[src/rtl/asm_pkg.sv]
package asm_pkg;

    typedef enum logic [2:0] {
        K_LOAD   = 3'd0,
        K_STORE  = 3'd1,
        K_FETCH  = 3'd2,
        K_LL     = 3'd3,
        K_SC     = 3'd4,
        K_RMW_RD = 3'd5,
        K_RMW_WR = 3'd6,
        K_RSVD   = 3'd7
    } req_kind_e;

    typedef enum logic [1:0] {
        M_USER = 2'd0,
        M_SUPV = 2'd1,
        M_DEV  = 2'd2,
        M_RSVD = 2'd3
    } acc_mode_e;

    typedef enum logic [1:0] {
        C_LOAD   = 2'd0,
        C_STORE  = 2'd1,
        C_FETCH  = 2'd2,
        C_ATOMIC = 2'd3
    } fwd_class_e;

    function automatic logic is_plain(req_kind_e k);
        return (k == K_LOAD) || (k == K_STORE) || (k == K_FETCH);
    endfunction

    function automatic logic is_atomic(req_kind_e k);
        return (k == K_LL) || (k == K_SC) || (k == K_RMW_RD) || (k == K_RMW_WR);
    endfunction

endpackage

[src/rtl/asm_resv_unit.sv]
module asm_resv_unit #(
    parameter int LINE_W = 8,
    parameter int ID_W   = 4
) (
    input  logic              clk,
    input  logic              rst,
    input  logic              sc_chk,
    input  logic [LINE_W-1:0] chk_line,
    input  logic [ID_W-1:0]   chk_id,
    input  logic              ll_done,
    input  logic [LINE_W-1:0] set_line,
    input  logic [ID_W-1:0]   set_id,
    output logic              sc_fail
);
    logic              rv_q;
    logic [LINE_W-1:0] line_q;
    logic [ID_W-1:0]   own_q;
    logic              hit;

    assign hit     = rv_q && (line_q == chk_line) && (own_q == chk_id);
    assign sc_fail = sc_chk && !hit;

    always_ff @(posedge clk) begin
        if (rst) begin
            rv_q   <= 1'b0;
            line_q <= '0;
            own_q  <= '0;
        end else if (ll_done) begin
            rv_q   <= 1'b1;
            line_q <= set_line;
            own_q  <= set_id;
        end else if (sc_chk && hit) begin
            rv_q   <= 1'b0;
        end
    end

    assert_reset_empty_R1: assert property (@(posedge clk)
        rst |=> !rv_q);

    assert_ll_sets_R2: assert property (@(posedge clk) disable iff (rst)
        ll_done |=> (rv_q && line_q == $past(set_line) && own_q == $past(set_id)));

    assert_sc_clears_R3: assert property (@(posedge clk) disable iff (rst)
        (sc_chk && !sc_fail && !ll_done) |=> !rv_q);

endmodule

[src/rtl/asm_rmw_balance.sv]
module asm_rmw_balance
    import asm_pkg::*;
#(
    parameter int CNT_W = 4
) (
    input  logic      clk,
    input  logic      rst,
    input  logic      iss_v,
    input  req_kind_e iss_kind,
    output logic      rst_atom,
    output logic      proto_err
);
    logic [CNT_W-1:0] rd_q, wr_q, rd_d, wr_d;
    logic             rd_max;

    assign rd_max = (rd_q == {CNT_W{1'b1}});

    always_comb begin
        rd_d      = rd_q;
        wr_d      = wr_q;
        rst_atom  = 1'b0;
        proto_err = 1'b0;
        if (iss_v) begin
            case (iss_kind)
                K_RMW_RD: begin
                    if (wr_q != '0 || rd_max) proto_err = 1'b1;
                    else                      rd_d = rd_q + 1'b1;
                end
                K_RMW_WR: begin
                    if (rd_q == '0 || wr_q >= rd_q) begin
                        proto_err = 1'b1;
                    end else if (wr_q + 1'b1 == rd_q) begin
                        rd_d = '0;
                        wr_d = '0;
                    end else begin
                        wr_d = wr_q + 1'b1;
                    end
                end
                K_LOAD, K_STORE, K_FETCH: begin
                    if (rd_q != '0 && wr_q == '0) begin
                        rst_atom = 1'b1;
                        rd_d     = '0;
                        wr_d     = '0;
                    end else if (wr_q != '0) begin
                        proto_err = 1'b1;
                    end
                end
                default: ;
            endcase
        end
    end

    always_ff @(posedge clk) begin
        if (rst) begin
            rd_q <= '0;
            wr_q <= '0;
        end else begin
            rd_q <= rd_d;
            wr_q <= wr_d;
        end
    end

    assert_reset_zero_R1: assert property (@(posedge clk)
        rst |=> (rd_q == '0 && wr_q == '0));

    assert_wr_le_rd_R6: assert property (@(posedge clk) disable iff (rst)
        wr_q <= rd_q);

    assert_abandon_clears_R7: assert property (@(posedge clk) disable iff (rst)
        rst_atom |=> (rd_q == '0 && wr_q == '0));

    assert_err_keeps_counts_R8: assert property (@(posedge clk) disable iff (rst)
        (iss_v && is_plain(iss_kind) && proto_err) |=> ($stable(rd_q) && $stable(wr_q)));

endmodule

[src/rtl/asm_class_map.sv]
module asm_class_map
    import asm_pkg::*;
(
    input  req_kind_e  kind,
    input  acc_mode_e  mode,
    output fwd_class_e cls,
    output logic       priv,
    output logic       fwd_ok
);
    always_comb begin
        case (kind)
            K_LOAD:  cls = C_LOAD;
            K_STORE: cls = C_STORE;
            K_FETCH: cls = C_FETCH;
            default: cls = is_atomic(kind) ? C_ATOMIC : C_LOAD;
        endcase
    end

    assign priv   = (mode == M_SUPV);
    assign fwd_ok = (kind != K_RSVD);

endmodule

[src/rtl/atomic_seq_monitor.sv]
module atomic_seq_monitor
    import asm_pkg::*;
#(
    parameter int LINE_W = 8,
    parameter int ID_W   = 4,
    parameter int CNT_W  = 4
) (
    input  logic              clk,
    input  logic              rst,
    input  logic              issue_valid,
    input  logic [2:0]        issue_kind,
    input  logic [LINE_W-1:0] issue_line,
    input  logic [ID_W-1:0]   issue_id,
    input  logic [1:0]        issue_mode,
    input  logic              done_valid,
    input  logic [2:0]        done_kind,
    input  logic [LINE_W-1:0] done_line,
    input  logic [ID_W-1:0]   done_id,
    output logic              sc_fail,
    output logic              fwd_valid,
    output logic [1:0]        fwd_class,
    output logic              fwd_priv,
    output logic              reset_atomics,
    output logic              proto_err,
    output logic              mark_set,
    output logic              mark_clr,
    output logic [LINE_W-1:0] mark_line
);
    req_kind_e  ikind, dkind;
    fwd_class_e cls;
    logic       fwd_ok;
    logic       sc_chk, ll_done;

    assign ikind   = req_kind_e'(issue_kind);
    assign dkind   = req_kind_e'(done_kind);
    assign sc_chk  = issue_valid && (ikind == K_SC);
    assign ll_done = done_valid && (dkind == K_LL);

    asm_resv_unit #(.LINE_W(LINE_W), .ID_W(ID_W)) u_resv (
        .clk      (clk),
        .rst      (rst),
        .sc_chk   (sc_chk),
        .chk_line (issue_line),
        .chk_id   (issue_id),
        .ll_done  (ll_done),
        .set_line (done_line),
        .set_id   (done_id),
        .sc_fail  (sc_fail)
    );

    asm_rmw_balance #(.CNT_W(CNT_W)) u_bal (
        .clk       (clk),
        .rst       (rst),
        .iss_v     (issue_valid),
        .iss_kind  (ikind),
        .rst_atom  (reset_atomics),
        .proto_err (proto_err)
    );

    asm_class_map u_map (
        .kind   (ikind),
        .mode   (acc_mode_e'(issue_mode)),
        .cls    (cls),
        .priv   (fwd_priv),
        .fwd_ok (fwd_ok)
    );

    assign fwd_class = cls;
    assign fwd_valid = issue_valid && fwd_ok && !sc_fail;
    assign mark_set  = done_valid && (dkind == K_RMW_RD);
    assign mark_clr  = done_valid && (dkind == K_RMW_WR);
    assign mark_line = done_line;

    assert_mark_excl_R10: assert property (@(posedge clk) disable iff (rst)
        $onehot0({mark_set, mark_clr}));

    assert_fail_only_sc_R4: assert property (@(posedge clk) disable iff (rst)
        sc_fail |-> (issue_valid && issue_kind == 3'd4));

    assert_atomic_class_R11: assert property (@(posedge clk) disable iff (rst)
        (fwd_valid && issue_kind >= 3'd3) |-> (fwd_class == 2'd3));

endmodule

[config.mk]
export PLATFORM = sky130hd
export DESIGN_NAME = atomic_seq_monitor
export DESIGN_NICKNAME = d
export VERILOG_FILES = /design/src/rtl/asm_pkg.sv /design/src/rtl/asm_resv_unit.sv /design/src/rtl/asm_rmw_balance.sv /design/src/rtl/asm_class_map.sv /design/src/rtl/atomic_seq_monitor.sv
export SDC_FILE = /design/constraint.sdc
export NUM_CORES = 1
export LEC_CHECK = 0
export BUFFER_PORTS_ARGS = -buffer_cell sky130_fd_sc_hd__buf_2
export CORE_UTILIZATION = 47
export CTS_CLUSTER_DIAMETER = 80
export DETAILED_ROUTE_END_ITERATION = 12
export PLACE_DENSITY = 0.74
export SYNTH_ARGS = -nofsm -noshare
export SYNTH_HDL_FRONTEND = slang
export SYNTH_SLANG_ARGS = --single-unit
[constraint.sdc]
create_clock -name clk -period 2.5 [get_ports clk]
set_input_delay 0.375 -clock clk [delete_from_list [all_inputs] [get_ports clk]]
set_output_delay 0.375 -clock clk [all_outputs]
set_load 0.01 [all_outputs]
==> metrics.txt, run 1 <==
outcome=complete, but fails checks; violated checks=DRC; CP Data Required Time=2120 ps; gr usage total=20.4%; Overall Power=0.664 mW; clock root cell=clkbuf_4; PD cells=383 mW/mm²; Fin. Hold Viols=0; Main synth FF type=dfxtp_1; dpl hpwl=2380 µm; post-route cell area=roughly 0.0017 mm²; Syn Std Cell Area=roughly 0.0015 mm²; DRC=1; antenna-violating nets left=0; Post-synth EDFFs=0; Core Rows=19; clock skew=7.53 ps; Ys Warns=0; Crit Path Category=register to primary output; Via Count=between 1000 and 1500; drt pass-1 iters=8; vias in the first global route=1267; Synth top area share=approximately 29%; crit path max fanout=5; Post-CTS Hold Fix Bufs=0; max-slew violations=0; Initial DRC Count=36; grt ovf=0; Num CTS Buffers=3; Via density=5.24; startpoint types=register; largest cells by area after synthesis=dfxtp_1, a21oi_1, nand2_1; ys async rst share=0%; share of cells above drive strength 1=between 20 and 30%; Clock Tree Buf Depth=2; pre-CTS WS=around 220 ps; antenna cells=0; die height=57.8 µm; Yosys reg bits=21; post-synth top area cell=dfxtp_1; Final Setup Violations=0; Placer Congestion=0.849; flop-to-flop setup slack=260 ps; count of cell types in the netlist=34; CP arrival=2030 ps; Starting Density=51.2%; post-synthesis sequential area ratio=around 29%; top-count cell post-synth=nand2_1; Die Area=0.00334 mm²; H-tree depth=1; synth cell count leaders=nand2_1, a21oi_1, dfxtp_1, xnor2_1, inv_1; Core Area=roughly 0.0029 mm²; worst-path cell chain=inv_1 > ha_1 > or3b_2 > a21oi_4 > a211oi_4 > a21oi_1 > buf_2; Worst-path clk slew=130 ps; headroom to the max-slew limit=62.5%; post-layout min period=2410 ps; Die Span X=57.8 µm; I/O Pins=between 50 and 60; global-route wire length before repair=5320 µm; largest net degree at the start of global routing=22; placed cell area=0.00169 mm²; # nets final=roughly 280; WL final=around 3100 µm; Layout fillers=between 200 and 300; antenna violations before repair=0; worst hold path type=input port to register; period utilization=96.4%; Least-Margin Pin Slew=559 ps; total setup buffers inserted after CTS=0; Peak supply drop=0.000336 V; fmax=415 MHz; Hold Slack=274 ps; crit end category=primary output; Sink Count=21; final worst slack=91.2 ps; TNS Setup=0 ps; wire per inst=11.8 µm; Synth Instances=189; Post-Syn Area per Cell=7.73 µm²; max cap viols=0; Post-Syn Nets=around 230; I/O Buffers=52; LEAKAGE=approximately 0.69 nW; Layout area overhead=18.7%; insertion delay of the later-clocked pin in the worst-skew pair=320 ps; slowest stage delay, CP=roughly 500 ps; CTS tree=built; Final Core Density=between 60 and 70%; Non-Filler Instances=263; CP max-delay cell=or3b_2; placed cells=between 200 and 300
-- layout by cell type (no fill, tap or decap), types with 2 or more instances in the layout --
| cell type | n |
|---|---|
| nand4_1 | 3 |
| nand3b_1 | 2 |
| nor3_1 | 2 |
| buf_2 | 52 |
| ha_1 | 8 |
| nor2_1 | 5 |
| dfxtp_1 | 20 |
| xnor2_1 | 14 |
| or3b_2 | 2 |
| or3_1 | 2 |
| o21ai_0 | 6 |
| or4_1 | 3 |
| clkbuf_4 | 3 |
| inv_1 | 12 |
| nor3b_1 | 3 |
| a21oi_1 | 28 |
| nand2b_1 | 2 |
| nand3_1 | 5 |
| nand2_1 | 35 |
| nor2b_1 | 5 |
| and2_1 | 2 |
-- flip-flops by register name, indices dropped and copies added, names as in the netlist --
name / flops
u_bal.rd_q: 4
u_resv.own_q: 4
u_bal.wr_q: 4
u_resv.rv_q: 1
u_resv.line_q: 8
-- worst max-delay path: cells and delay by family (launching register included) --
family / cells / cell delay (ps)
buffers and inverters: 2 / 240
adder cells (fa/ha/maj): 1 / 150
flip-flops: 1 / 370
AND/OR/NAND/NOR: 1 / 500
AO/OA/AOI/OAI: 3 / 450
-- power breakdown --
group | internal (mW) | total [mW] | switching [mW] | leakage [nW]
logic | 0.0663 | 0.141 | 0.0745 | 0.507
clock network | 0.0612 | 0.178 | 0.116 | 0.0139
registers | 0.341 | 0.346 | 0.00500 | 0.170
total | 0.468 | 0.664 | 0.196 | 0.692
-- worst paths after layout --
check	start	endpoint	depth (start not counted)
min reg2reg	u_resv.line_q[5]$_SDFFE_PP0P_	u_resv.line_q[5]$_SDFFE_PP0P_	2
min	done_id[0]	u_resv.own_q[0]$_SDFFE_PP0P_	3
max	u_bal.rd_q[1]$_SDFFE_PP0P_	proto_err	7
max reg2reg	u_bal.wr_q[0]$_SDFFE_PP0P_	u_bal.rd_q[2]$_SDFFE_PP0P_	8
-- per-layer routing --
layer | routed length, µm | part of all wire, % | track usage (%)
met5 | 0 | 0 | 0
met4 | 42 | 1.3 | 7.14
met3 | 199 | 6.4 | 6.03
met2 | 1440 | 46 | 34.7
met1 | 1440 | 46 | 24.7
-- final cells by class --
cell class | count | area, µm² | area share [%]
clock inverters | 1 | 7.51 | 0.433
repair buffers | 53 | 268 | 15.4
well taps | 31 | 38.8 | 2.24
clock buffers | 3 | 22.5 | 1.30
multi-input cells | 142 | 931 | 53.7
inverters | 12 | 45.0 | 2.60
flip-flops and latches | 21 | 422 | 24.3
-- cell families (layout without fill, tap and decap cells) --
family,Yosys count,in the layout,synth area share [%]
compound gates,39,39,15.8
buf+inv,26,69,8.73
xor+xnor,16,16,10.5
flops,21,21,28.8
simple gates,79,79,29.4
fa+ha+maj,8,8,6.85
-- repair_timing --
item / CTS / global route
cloned: 0 / 0
resized for setup: 1 / 4
setup endpoints to repair: 1 / 5
(Power assumes the default switching activity.)
==> run 2, diff against run 1 <==
--- a/config.mk
+++ b/config.mk
@@ -5,7 +5,8 @@
 export SDC_FILE = /design/constraint.sdc
 export NUM_CORES = 1
 export LEC_CHECK = 0
-export BUFFER_PORTS_ARGS = -buffer_cell sky130_fd_sc_hd__buf_2
+export BUFFER_PORTS_ARGS = -buffer_cell sky130_fd_sc_hd__buf_4
+export CORE_MARGIN = 2
 export CORE_UTILIZATION = 47
 export CTS_CLUSTER_DIAMETER = 80
 export DETAILED_ROUTE_END_ITERATION = 12
==> run 2 against run 1 <==
Effect of this change:
- the flow now finishes without violations
- critical path depth is the same
- count of clock-buffer cells in the layout is the same
- register-to-register slack lost 30 ps
- clock power is essentially flat
- worst hold slack gained 19 ps
- global-route usage shrank 1.5 points
- total power grew 3.6%
- clock skew shrank 4.8 ps
- first-iteration DRC count grew 53%
- cell count grew 0.76%
- sequential cell count is the same
- largest cell class unchanged
- largest power group unchanged
==> metrics.txt, run 2 (synthesized netlist as in run 1, its figures left out) <==
Core Rows=20; DRC=0; Pint=0.490 mW; RSZ-0062 raised after global routing=no; Layout fillers=285; Peak supply drop=between 0.0002 and 0.00025 V; CP max-delay cell=or3b_2; net switching fraction of the power=28.8%; Num CTS Buffers=3; Initial DRC Count=55; crit path max fanout=5; headroom to the max-slew limit=63.3%; Flop pwr share=50.3%; drt pass-1 iters=4; antenna cells=0; dpl hpwl=about 2500 µm; Least-Margin Pin Slew=548 ps; grt ovf=0; Worst-path clk slew=140 ps; Post-CTS Hold Fix Bufs=0; # nets final=277; most frequent cells in the layout=buf_4, nand2_1, a21oi_1, dfxtp_1, xnor2_1; largest net degree at the start of global routing=22; Biggest register=u_resv.line_q; vias in the first global route=1167; insertion delay of the later-clocked pin in the worst-skew pair=310 ps; wire per inst=approximately 12 µm; total setup buffers inserted after CTS=0; max-slew violations=0; share of cells above drive strength 1=between 20% and 30%; Final Setup Violations=0; CP arrival=just over 2000 ps; LEAKAGE=0.732 nW; antenna-violating nets left=0; Starting Density=48.7%; clock skew=around 2.7 ps; period utilization=95.9%; Sink Count=21; outcome=complete, no violations; fmax=417 MHz; Largest register FFs=8; sw power=between 0.15 and 0.2 mW; worst hold path type=input port to register; Crit Path Category=register to primary output; quantity of gates resized following cts=0; PD cells=370 mW/mm²; Hold Slack=293 ps; commonest non-fill, non-tap cell in the layout=buf_4; I/O Pins=53; Via density=5.19; I/O Buffers=52; CTS tree=built; Clock Tree Buf Depth=2; H-tree depth=1; slowest stage delay, CP=500 ps; Die Span X=59.8 µm; Core Area=roughly 0.0030 mm²; Die Area=0.00357 mm²; startpoint types=register; gr usage total=between 10% and 20%; Placer Congestion=0.824; clock root cell=clkbuf_4; clock share of power=26.1%; antenna violations before repair=0; post-layout min period=2400 ps; die height=59.8 µm; global-route wire length before repair=5200 µm; worst-path cell chain=inv_1 > ha_1 > or3b_2 > a21oi_4 > a211oi_4 > a21oi_1 > buf_4; Layout area overhead=27.3%; CP Data Required Time=2120 ps; Via Count=1376; Comb power frac=between 20% and 30%; TNS Setup=0 ps; Fin. Hold Viols=0; WL final=3230 µm; max cap viols=0; crit end category=primary output
## run 2: cell types whose count changed in the layout (fill, tap and decap cells not counted)
cell / previous run / this run
nor4_1: 0 / 1
buf_2: 52 / 0
nor4_2: 1 / 0
buf_4: 1 / 53
## run 2: final timing paths
| check | to | cells after the start | from | slack, ps |
|---|---|---|---|---|
| max | proto_err | 7 | u_bal.rd_q[1]$_SDFFE_PP0P_ | 100 |
| min | u_resv.own_q[2]$_SDFFE_PP0P_ | 3 | done_id[2] | 290 |
| max reg2reg | u_bal.rd_q[2]$_SDFFE_PP0P_ | 8 | u_bal.wr_q[0]$_SDFFE_PP0P_ | 230 |
| min reg2reg | u_resv.line_q[7]$_SDFFE_PP0P_ | 2 | u_resv.line_q[7]$_SDFFE_PP0P_ | 480 |
## run 2: per-stage QoR
stage          util [%]  area, µm²  setup slack, ps  power (mW)  std cells
2_1_floorplan         -       1460              401       0.441        189
3_3_place_gp       60.5       1820              314       0.514        261
3_5_place_dp       60.5       1820              232       0.515        261
4_1_cts            61.5       1850             3.01       0.692        265
5_1_grt            62.0       1860             2.72       0.729        265
6_report           62.0       1860              103       0.688        265
## run 2: cell type report
| cell class | count | area (µm²) | share of cell area, % |
|---|---|---|---|
| clock buffers | 3 | 22.5 | 1.21 |
| clock inverters | 1 | 7.51 | 0.403 |
| inverters | 12 | 45.0 | 2.42 |
| multi-input cells | 142 | 925 | 49.7 |
| flip-flops and latches | 21 | 422 | 22.7 |
| well taps | 33 | 41.3 | 2.22 |
| repair buffers | 53 | 398 | 21.4 |
## run 2: worst max-delay path, delay by kind of cell, from the launching register on
family,cells,cell delay [ps]
AOI/OAI and AO/OA,3,430
adders and majority gates,1,140
buffers and inverters,2,240
DFF,1,390
and+or+nand+nor,1,500
## run 2: power groups by stage
stage,registers (mW),clock network [mW],logic [mW]
2_1_floorplan,0.352,0,0.0891
3_3_place_gp,0.353,0,0.161
3_5_place_dp,0.353,0,0.162
4_1_cts,0.346,0.184,0.163
5_1_grt,0.347,0.203,0.179
6_report,0.346,0.180,0.163
## run 2: routing by layer
metal	track usage, %	vias to the layer above	part of all wire [%]
li1	-	724	-
met1	25.6	613	46
met2	30.7	37	48
met3	2.60	2	4.3
met4	6.67	0	0.99
met5	0	-	0
